[src/rtl/rgn_prot_pkg.sv]
package rgn_prot_pkg;

    localparam int unsigned MIN_SZ = 4;   // smallest SIZE code honoured (32 bytes)
    localparam int unsigned BASE_W = 27;  // base bits [31:5]

    typedef struct packed {
        logic              en;
        logic [4:0]        size;
        logic [2:0]        ap;
        logic              xn;
        logic              s;
        logic              c;
        logic              b;
        logic [2:0]        tex;
        logic [BASE_W-1:0] base;
    } rgn_cfg_t;

    typedef struct packed {
        logic       s;
        logic       c;
        logic       b;
        logic [2:0] tex;
    } mem_attr_t;

    // Rights granted by an AP code for one access level and direction.
    function automatic logic ap_allows(logic [2:0] ap, logic priv, logic write);
        logic ok;
        case (ap)
            3'd1:       ok = priv;
            3'd2:       ok = priv | ~write;
            3'd3:       ok = 1'b1;
            3'd5:       ok = priv & ~write;
            3'd6, 3'd7: ok = ~write;
            default:    ok = 1'b0;
        endcase
        return ok;
    endfunction

endpackage

[src/rtl/rgn_prot_regs.sv]
module rgn_prot_regs
    import rgn_prot_pkg::*;
#(
    parameter int unsigned NUM_RGN = 8,
    localparam int unsigned IDX_W = $clog2(NUM_RGN)
) (
    input  logic                       clk,
    input  logic                       rst_n,
    input  logic                       cfg_valid,
    input  logic                       cfg_write,
    input  logic [4:0]                 cfg_offset,
    input  logic [1:0]                 cfg_size,
    input  logic [31:0]                cfg_wdata,
    output logic [31:0]                cfg_rdata,
    output logic                       cfg_err,
    input  logic                       flt_evt,
    input  logic [31:0]                flt_addr,
    output logic                       ctl_en,
    output logic                       ctl_dflt,
    output rgn_cfg_t [NUM_RGN-1:0]     rgn_tab,
    output logic                       flt_pend,
    output logic                       flt_clr
);

    localparam logic [2:0] W_CTRL  = 3'd0;
    localparam logic [2:0] W_SEL   = 3'd1;
    localparam logic [2:0] W_BASE  = 3'd2;
    localparam logic [2:0] W_ATTR  = 3'd3;
    localparam logic [2:0] W_STAT  = 3'd4;
    localparam logic [2:0] W_FADDR = 3'd5;

    typedef struct packed {
        logic                   en;
        logic                   dflt;
        logic [IDX_W-1:0]       sel;
        rgn_cfg_t [NUM_RGN-1:0] tab;
        logic                   pend;
        logic [31:0]            faddr;
        logic [31:0]            rdata;
        logic                   err;
    } regs_t;

    regs_t      st_d, st_q;
    logic [2:0] widx;
    logic       legal;
    logic       clr;
    logic [31:0] rd_word;
    rgn_cfg_t    cur;

    always_comb begin
        widx  = cfg_offset[4:2];
        legal = (cfg_size == 2'd2) && (cfg_offset[1:0] == 2'b00) && (widx <= W_FADDR);
        cur   = st_q.tab[st_q.sel];

        rd_word = '0;
        case (widx)
            W_CTRL:  rd_word = {30'd0, st_q.dflt, st_q.en};
            W_SEL:   rd_word = 32'(st_q.sel);
            W_BASE:  rd_word = {cur.base, 5'd0};
            W_ATTR:  begin
                rd_word[0]     = cur.en;
                rd_word[5:1]   = cur.size;
                rd_word[10:8]  = cur.ap;
                rd_word[12]    = cur.xn;
                rd_word[13]    = cur.s;
                rd_word[14]    = cur.c;
                rd_word[15]    = cur.b;
                rd_word[18:16] = cur.tex;
            end
            W_STAT:  rd_word = {31'd0, st_q.pend};
            W_FADDR: rd_word = st_q.faddr;
            default: rd_word = '0;
        endcase

        st_d     = st_q;
        st_d.err = 1'b0;
        clr      = 1'b0;
        if (cfg_valid) begin
            if (!legal) begin
                st_d.err = 1'b1;
            end else if (cfg_write) begin
                case (widx)
                    W_CTRL: begin
                        st_d.en   = cfg_wdata[0];
                        st_d.dflt = cfg_wdata[1];
                    end
                    W_SEL:  st_d.sel = cfg_wdata[IDX_W-1:0];
                    W_BASE: st_d.tab[st_q.sel].base = cfg_wdata[31:5];
                    W_ATTR: begin
                        st_d.tab[st_q.sel].en   = cfg_wdata[0];
                        st_d.tab[st_q.sel].size = cfg_wdata[5:1];
                        st_d.tab[st_q.sel].ap   = cfg_wdata[10:8];
                        st_d.tab[st_q.sel].xn   = cfg_wdata[12];
                        st_d.tab[st_q.sel].s    = cfg_wdata[13];
                        st_d.tab[st_q.sel].c    = cfg_wdata[14];
                        st_d.tab[st_q.sel].b    = cfg_wdata[15];
                        st_d.tab[st_q.sel].tex  = cfg_wdata[18:16];
                    end
                    W_STAT: clr = 1'b1;
                    default: ;
                endcase
            end else begin
                st_d.rdata = rd_word;
            end
        end

        if (clr) begin
            st_d.pend = 1'b0;
        end
        if (flt_evt && (!st_q.pend || clr)) begin
            st_d.pend  = 1'b1;
            st_d.faddr = flt_addr;
        end
    end

    always_ff @(posedge clk) begin
        if (!rst_n) begin
            st_q <= '0;
        end else begin
            st_q <= st_d;
        end
    end

    assign cfg_rdata = st_q.rdata;
    assign cfg_err   = st_q.err;
    assign ctl_en    = st_q.en;
    assign ctl_dflt  = st_q.dflt;
    assign rgn_tab   = st_q.tab;
    assign flt_pend  = st_q.pend;
    assign flt_clr   = clr;

endmodule

[src/rtl/rgn_prot_lookup.sv]
module rgn_prot_lookup
    import rgn_prot_pkg::*;
#(
    parameter int unsigned NUM_RGN = 8,
    localparam int unsigned IDX_W = $clog2(NUM_RGN)
) (
    input  logic [31:0]            addr,
    input  rgn_cfg_t [NUM_RGN-1:0] rgn_tab,
    output logic                   hit,
    output logic [IDX_W-1:0]       idx,
    output logic [2:0]             ap,
    output logic                   xn,
    output mem_attr_t              attr
);

    logic [NUM_RGN-1:0] match;

    for (genvar g = 0; g < NUM_RGN; g++) begin : g_rgn
        logic [4:0]  sz_eff;
        logic [5:0]  sh;
        logic [32:0] span;
        logic [32:0] low;
        logic [31:0] keep;

        assign sz_eff   = (rgn_tab[g].size < 5'(MIN_SZ)) ? 5'(MIN_SZ) : rgn_tab[g].size;
        assign sh       = {1'b0, sz_eff} + 6'd1;
        assign span     = 33'd1 << sh;
        assign low      = span - 33'd1;
        assign keep     = ~low[31:0];
        assign match[g] = rgn_tab[g].en &&
                          (((addr ^ {rgn_tab[g].base, 5'd0}) & keep) == 32'd0);
    end

    // Later (higher-numbered) matches overwrite earlier ones.
    always_comb begin
        hit = 1'b0;
        idx = '0;
        for (int i = 0; i < NUM_RGN; i++) begin
            if (match[i]) begin
                hit = 1'b1;
                idx = IDX_W'(i);
            end
        end
    end

    assign ap   = rgn_tab[idx].ap;
    assign xn   = rgn_tab[idx].xn;
    assign attr = '{s: rgn_tab[idx].s, c: rgn_tab[idx].c,
                    b: rgn_tab[idx].b, tex: rgn_tab[idx].tex};

endmodule

[src/rtl/rgn_prot_perm.sv]
module rgn_prot_perm
    import rgn_prot_pkg::*;
(
    input  logic       en,
    input  logic       dflt,
    input  logic       hit,
    input  logic [2:0] ap,
    input  logic       xn,
    input  logic       write,
    input  logic       fetch,
    input  logic       priv,
    output logic       grant
);

    always_comb begin
        if (!en) begin
            grant = 1'b1;
        end else if (!hit) begin
            grant = priv & dflt;
        end else if (fetch && xn) begin
            grant = 1'b0;
        end else begin
            grant = ap_allows(ap, priv, write & ~fetch);
        end
    end

endmodule

[src/rtl/rgn_prot_top.sv]
module rgn_prot_top
    import rgn_prot_pkg::*;
#(
    parameter int unsigned NUM_RGN = 8,
    localparam int unsigned IDX_W = $clog2(NUM_RGN)
) (
    input  logic             clk,
    input  logic             rst_n,
    input  logic             acc_valid,
    input  logic [31:0]      acc_addr,
    input  logic             acc_write,
    input  logic             acc_fetch,
    input  logic             acc_priv,
    output logic             rsp_valid,
    output logic             rsp_grant,
    output logic             rsp_fault,
    output logic             rsp_hit,
    output logic [IDX_W-1:0] rsp_region,
    output logic             rsp_s,
    output logic             rsp_c,
    output logic             rsp_b,
    output logic [2:0]       rsp_tex,
    input  logic             cfg_valid,
    input  logic             cfg_write,
    input  logic [4:0]       cfg_offset,
    input  logic [1:0]       cfg_size,
    input  logic [31:0]      cfg_wdata,
    output logic [31:0]      cfg_rdata,
    output logic             cfg_err
);

    typedef struct packed {
        logic             valid;
        logic             grant;
        logic             fault;
        logic             hit;
        logic [IDX_W-1:0] idx;
        mem_attr_t        attr;
        logic [31:0]      addr;
    } rsp_t;

    rsp_t                   rsp_d, rsp_q;
    logic                   ctl_en, ctl_dflt;
    rgn_cfg_t [NUM_RGN-1:0] rgn_tab;
    logic                   flt_pend, flt_clr;
    logic                   lk_hit;
    logic [IDX_W-1:0]       lk_idx;
    logic [2:0]             lk_ap;
    logic                   lk_xn;
    mem_attr_t              lk_attr;
    logic                   pm_grant;

    rgn_prot_regs #(.NUM_RGN(NUM_RGN)) u_regs (
        .clk        (clk),
        .rst_n      (rst_n),
        .cfg_valid  (cfg_valid),
        .cfg_write  (cfg_write),
        .cfg_offset (cfg_offset),
        .cfg_size   (cfg_size),
        .cfg_wdata  (cfg_wdata),
        .cfg_rdata  (cfg_rdata),
        .cfg_err    (cfg_err),
        .flt_evt    (rsp_q.valid & rsp_q.fault),
        .flt_addr   (rsp_q.addr),
        .ctl_en     (ctl_en),
        .ctl_dflt   (ctl_dflt),
        .rgn_tab    (rgn_tab),
        .flt_pend   (flt_pend),
        .flt_clr    (flt_clr)
    );

    rgn_prot_lookup #(.NUM_RGN(NUM_RGN)) u_lookup (
        .addr    (acc_addr),
        .rgn_tab (rgn_tab),
        .hit     (lk_hit),
        .idx     (lk_idx),
        .ap      (lk_ap),
        .xn      (lk_xn),
        .attr    (lk_attr)
    );

    rgn_prot_perm u_perm (
        .en    (ctl_en),
        .dflt  (ctl_dflt),
        .hit   (lk_hit),
        .ap    (lk_ap),
        .xn    (lk_xn),
        .write (acc_write),
        .fetch (acc_fetch),
        .priv  (acc_priv),
        .grant (pm_grant)
    );

    always_comb begin
        rsp_d = '0;
        if (acc_valid) begin
            rsp_d.valid = 1'b1;
            rsp_d.grant = pm_grant;
            rsp_d.fault = ~pm_grant;
            rsp_d.addr  = acc_addr;
            if (ctl_en && lk_hit) begin
                rsp_d.hit  = 1'b1;
                rsp_d.idx  = lk_idx;
                rsp_d.attr = lk_attr;
            end
        end
    end

    always_ff @(posedge clk) begin
        if (!rst_n) begin
            rsp_q <= '0;
        end else begin
            rsp_q <= rsp_d;
        end
    end

    assign rsp_valid  = rsp_q.valid;
    assign rsp_grant  = rsp_q.grant;
    assign rsp_fault  = rsp_q.fault;
    assign rsp_hit    = rsp_q.hit;
    assign rsp_region = rsp_q.idx;
    assign rsp_s      = rsp_q.attr.s;
    assign rsp_c      = rsp_q.attr.c;
    assign rsp_b      = rsp_q.attr.b;
    assign rsp_tex    = rsp_q.attr.tex;

endmodule

[config.mk]
export PLATFORM = sky130hd
export DESIGN_NAME = rgn_prot_top
export DESIGN_NICKNAME = d
export VERILOG_FILES = /design/src/rtl/rgn_prot_pkg.sv /design/src/rtl/rgn_prot_regs.sv /design/src/rtl/rgn_prot_lookup.sv /design/src/rtl/rgn_prot_perm.sv /design/src/rtl/rgn_prot_top.sv
export SDC_FILE = /design/constraint.sdc
export NUM_CORES = 1
export LEC_CHECK = 0
export BUFFER_PORTS_ARGS = -buffer_cell sky130_fd_sc_hd__clkbuf_2
export CAP_MARGIN = 20
export CORE_ASPECT_RATIO = 0.8
export CORE_MARGIN = 2
export CORE_UTILIZATION = 50
export DETAILED_ROUTE_END_ITERATION = 8
export GPL_TIMING_DRIVEN = 0
export PLACE_DENSITY = 0.71
export SETUP_SLACK_MARGIN = 0.15
export SYNTH_ARGS = -nofsm -noshare
export SYNTH_HDL_FRONTEND = slang
export SYNTH_SLANG_ARGS = --single-unit
[constraint.sdc]
create_clock -name clk -period 4.11 [get_ports clk]
set_clock_uncertainty 0.05 [all_clocks]
set_input_delay 0.411 -clock clk [delete_from_list [all_inputs] [get_ports clk]]
set_output_delay 0.411 -clock clk [all_outputs]
set_load 0.005 [all_outputs]
==> results.txt <==
* Period utilisation layout: 101%
- Post-detail-place hpwl: 101000 um
- Entering global routing, the biggest net connects 16 pins.
* Number of antenna violations at the first check in global routing: 6
- First-pass GRT wire length: 185000 um
- The number of clock buffers added by TritonCTS is 47.
* Final Routed Wirelength: 132000 um
- The checks that failed: DRC, setup timing.
- Net switching is 26.3% of the power.
* Slew HR: 16.0%
- Of all flip-flops after synthesis, the portion carrying an async set or reset was 0%.
- For the pin with the worst max-slew slack, the measured transition is 1260 ps.
- Number of setup violations in the final report: 2
- The floorplan step set the die height to 211 um.
- Across the run, the number of max-cap violations was 0.
* DRC viols: 2
- For the finished layout, the period the worst path requires is 4170 ps.
- Global routing finished with a remaining overflow of 0.
* Overall global routing resource usage: 46.3%
* Weighted congestion at the end of routability-driven global placement: 1.10
- Largest stage delay on the critical path: 670 ps
* Internal power: 7340 uW
* Count of filler cells inserted in the layout: 5005
* FMAX: 240 MHz
- The worst setup path is captured at a flip-flop.
* Final max-slew violation count: 0
- Data arrival, critical path: 4690 ps
- Post-route insts no fill: 4347
- Starting Density: 50.8%
- Unrepaired setup endpoints after global routing: true
* First-pass detailed-route iteration total: 9
* Floorplan row count: 75
* PortBufs: 64
- CTS tree: done
- Clock Latency Late Sink: 630 ps
- The share of total power dissipated in sequential elements is 44.9%.
- Count of placed standard cells including taps: 4234
* Cell at the root of the clock tree: sky130_fd_sc_hd__clkbuf_16
- Die footprint: 55300 um^2
* Cell-by-cell trace of the critical path: clkbuf_1, xor2_1, a222oi_1, o2111ai_1, or4_4, o21ba_4, a211oi_4, buf_12, mux4_2, a211o_1, a41oi_2, o21a_1
- Post-Syn Area per Cell: 7.73 um^2
- The net count of the finished layout is 3706.
- Violation count after the first detailed-routing iteration: 5076
* Clock slew seen by the registers of the worst setup and hold paths: 70 ps
- Placed instance area: 28000 um^2
- Ranked by instance count, the synthesized netlist is headed by sky130_fd_sc_hd__nand2_1 (845), sky130_fd_sc_hd__dfxtp_1 (460), sky130_fd_sc_hd__a21boi_0 (387).
- Post-synthesis cell area: 26700 um^2
* Area growth from synthesis to final layout: 13.7%
- Leakage power figure: 0.0105 uW
- Cell taking the most area after synthesis: sky130_fd_sc_hd__dfxtp_1
- During synthesis, Yosys emitted a total of 0 warnings.
* Outcome: finished, violations left
- Counting flops with a built-in enable in the synthesized netlist gives 0.
* Slowest stage cell, crit path: sky130_fd_sc_hd__clkbuf_1
- Hold timing on the final database bottoms out at a slack of 87.7 ps.
- Hold crit path type: input pin to flip-flop
* Number of H-tree levels: 2
- For the worst setup path, the data required time is 4620 ps.
* Category of the critical setup timing path: input pin to flip-flop
- After layout, the worst setup slack is -60.8 ps.
- 125 I/O pins were placed.
- The synthesized design devotes to its leading area cell type 34.4% of total area.
- Drt via density: 6.66
- Hold violation total from the final report: 0
- Top cells by area, synth: sky130_fd_sc_hd__dfxtp_1 (34%), sky130_fd_sc_hd__nand2_1 (12%), sky130_fd_sc_hd__a21boi_0 (11%), sky130_fd_sc_hd__a22oi_1 (4.9%), sky130_fd_sc_hd__clkbuf_1 (4.3%)
- Clock net sink count: 460
- Of all nets on the critical path, the largest fanout is 9.
* Worst supply voltage drop on vdd: 0.277 mV
- Of the synthesized area, sequential elements account for 34.4%.
* Net load switching power: 2620 uW
- STA classifies the critical path startpoint as an input pin.
- Width of the die: 263 um
* Number of library cell types mapped by synthesis: 99
- Most frequently used flop master after synthesis: sky130_fd_sc_hd__dfxtp_1
* Fin area: 30400 um^2
- The number of global-route vias before repair came to 25790.
- Via total after detailed routing: 28957
* Placeable Area: 52600 um^2
- Library cell with the highest instance count after synthesis: sky130_fd_sc_hd__nand2_1
* Power density over cell area: 328 nW/um^2
- Remaining number of nets flagged by the antenna check after routing: 0
* Drt wl/cell: 30.5 um
* Clock tree buffer depth: 3
- #FFs+latches synth: 460
- Combinational fraction of design power: 8.0%
- The post-route netlist has 10.8% of its cells at a drive strength greater than 1.
- Prior to clock tree synthesis, the placed netlist has a worst setup slack of -1390 ps.
- Proportion of power drawn by the clock network: 47.1%
- The cell count after synthesis came out at 3458.
power groups by stage:
stage          Combinational [uW]  Sequential (uW)  Clock (uW)
2_1_floorplan                 405             4580           0
3_3_place_gp                  714             4580           0
3_5_place_dp                  714             4580           0
4_1_cts                       726             4480        4630
5_1_grt                       800             4480        4800
6_report                      794             4480        4690
sequential cells by signal, indices dropped and copies added (netlist names):
register,cells
u_regs.cfg_rdata,32
u_regs.cfg_err,1
rsp_c,1
rsp_region,3
rsp_q,32
u_regs.st_q,35
rsp_hit,1
rsp_grant,1
rsp_tex,3
u_regs.ctl_en,1
rsp_s,1
u_regs.ctl_dflt,1
rsp_fault,1
u_regs.rgn_tab,344
rsp_b,1
u_regs.flt_pend,1
rsp_valid,1
per-layer routing:
metal  routed length, um  share of wire, %  global-route usage (%)
met1               49300                37                    59.5
met2               50700                38                    64.0
met3               23600                18                    21.7
met4                8620               6.5                    24.5
met5                 104             0.079                       0
cells in the final DEF, fill, tap and decap left out, drive strengths merged, types with 48 or more instances in the layout:
cell and count:
o21ai 114, buf 116, nor2 79, and3 50
a22oi 174, clkbuf 423, nand3 48, dfxtp 460
a21boi 387, nand4 49, xor2 106, xnor2 107
a21oi 116, nand2 845
critical path: cells and delay by family:
family          cells  cell delay (ps)
simple gates        1              610
mux                 1              500
xor+xnor            1              420
compound gates      7             1900
buf+inv             2              830
kinds of logic (layout without fill, tap and decap cells):
family / after synthesis / in the layout / share of synthesized area [%]
AO/OA/AOI/OAI: 1046 / 1046 / 28.1
XOR/XNOR: 213 / 213 / 6.98
adder cells (fa/ha/maj): 10 / 10 / 0.449
buffers and inverters: 413 / 592 / 6.67
flip-flops: 460 / 460 / 34.4
multiplexers: 44 / 44 / 1.83
other: 1 / 18 / 0.0140
AND/OR/NAND/NOR: 1271 / 1271 / 21.5
final timing paths:
| kind | endpoint | cells past startpoint | start | slack, ps |
|---|---|---|---|---|
| worst max-delay path | rsp_fault | 12 | acc_addr[30] | -60 |
| worst min-delay path | u_regs.rgn_tab[281] | 3 | cfg_wdata[28] | 90 |
| worst max register to register | rsp_fault | 12 | u_regs.rgn_tab[174] | -40 |
| worst min register to register | u_regs.st_q[47] | 2 | rsp_q[14] | 390 |
metrics by stage:
stage | power (uW) | util, % | TNS (ps)
2_1_floorplan | 4980 | - | 0
3_3_place_gp | 5290 | 53.2 | -13420
3_5_place_dp | 5290 | 53.3 | -12540
4_1_cts | 9840 | 57.2 | 0
5_1_grt | 10100 | 57.7 | -110
6_report | 9960 | 57.7 | -89.0
timing repair:
action                     in CTS  in global routing
hold buffers                    5                  0
pin swaps                      17                  8
setup endpoints to repair      12                 46
resized for setup              93                113
hold endpoints to repair        5                  0
setup buffers                  15                  7
area by class of cell:
type	instances	area [um^2]	share of cell area (%)
clock buffer	64	1360	4.48
buffer	383	1860	6.11
timing repair buffer	97	643	2.12
multi-input combinational	2600	16100	52.8
inverter	30	113	0.371
antenna	2	5.00	0.0165
tap	693	867	2.85
clock inverter	18	254	0.836
sequential	460	9230	30.4
Power figures use the tool's default switching activity.
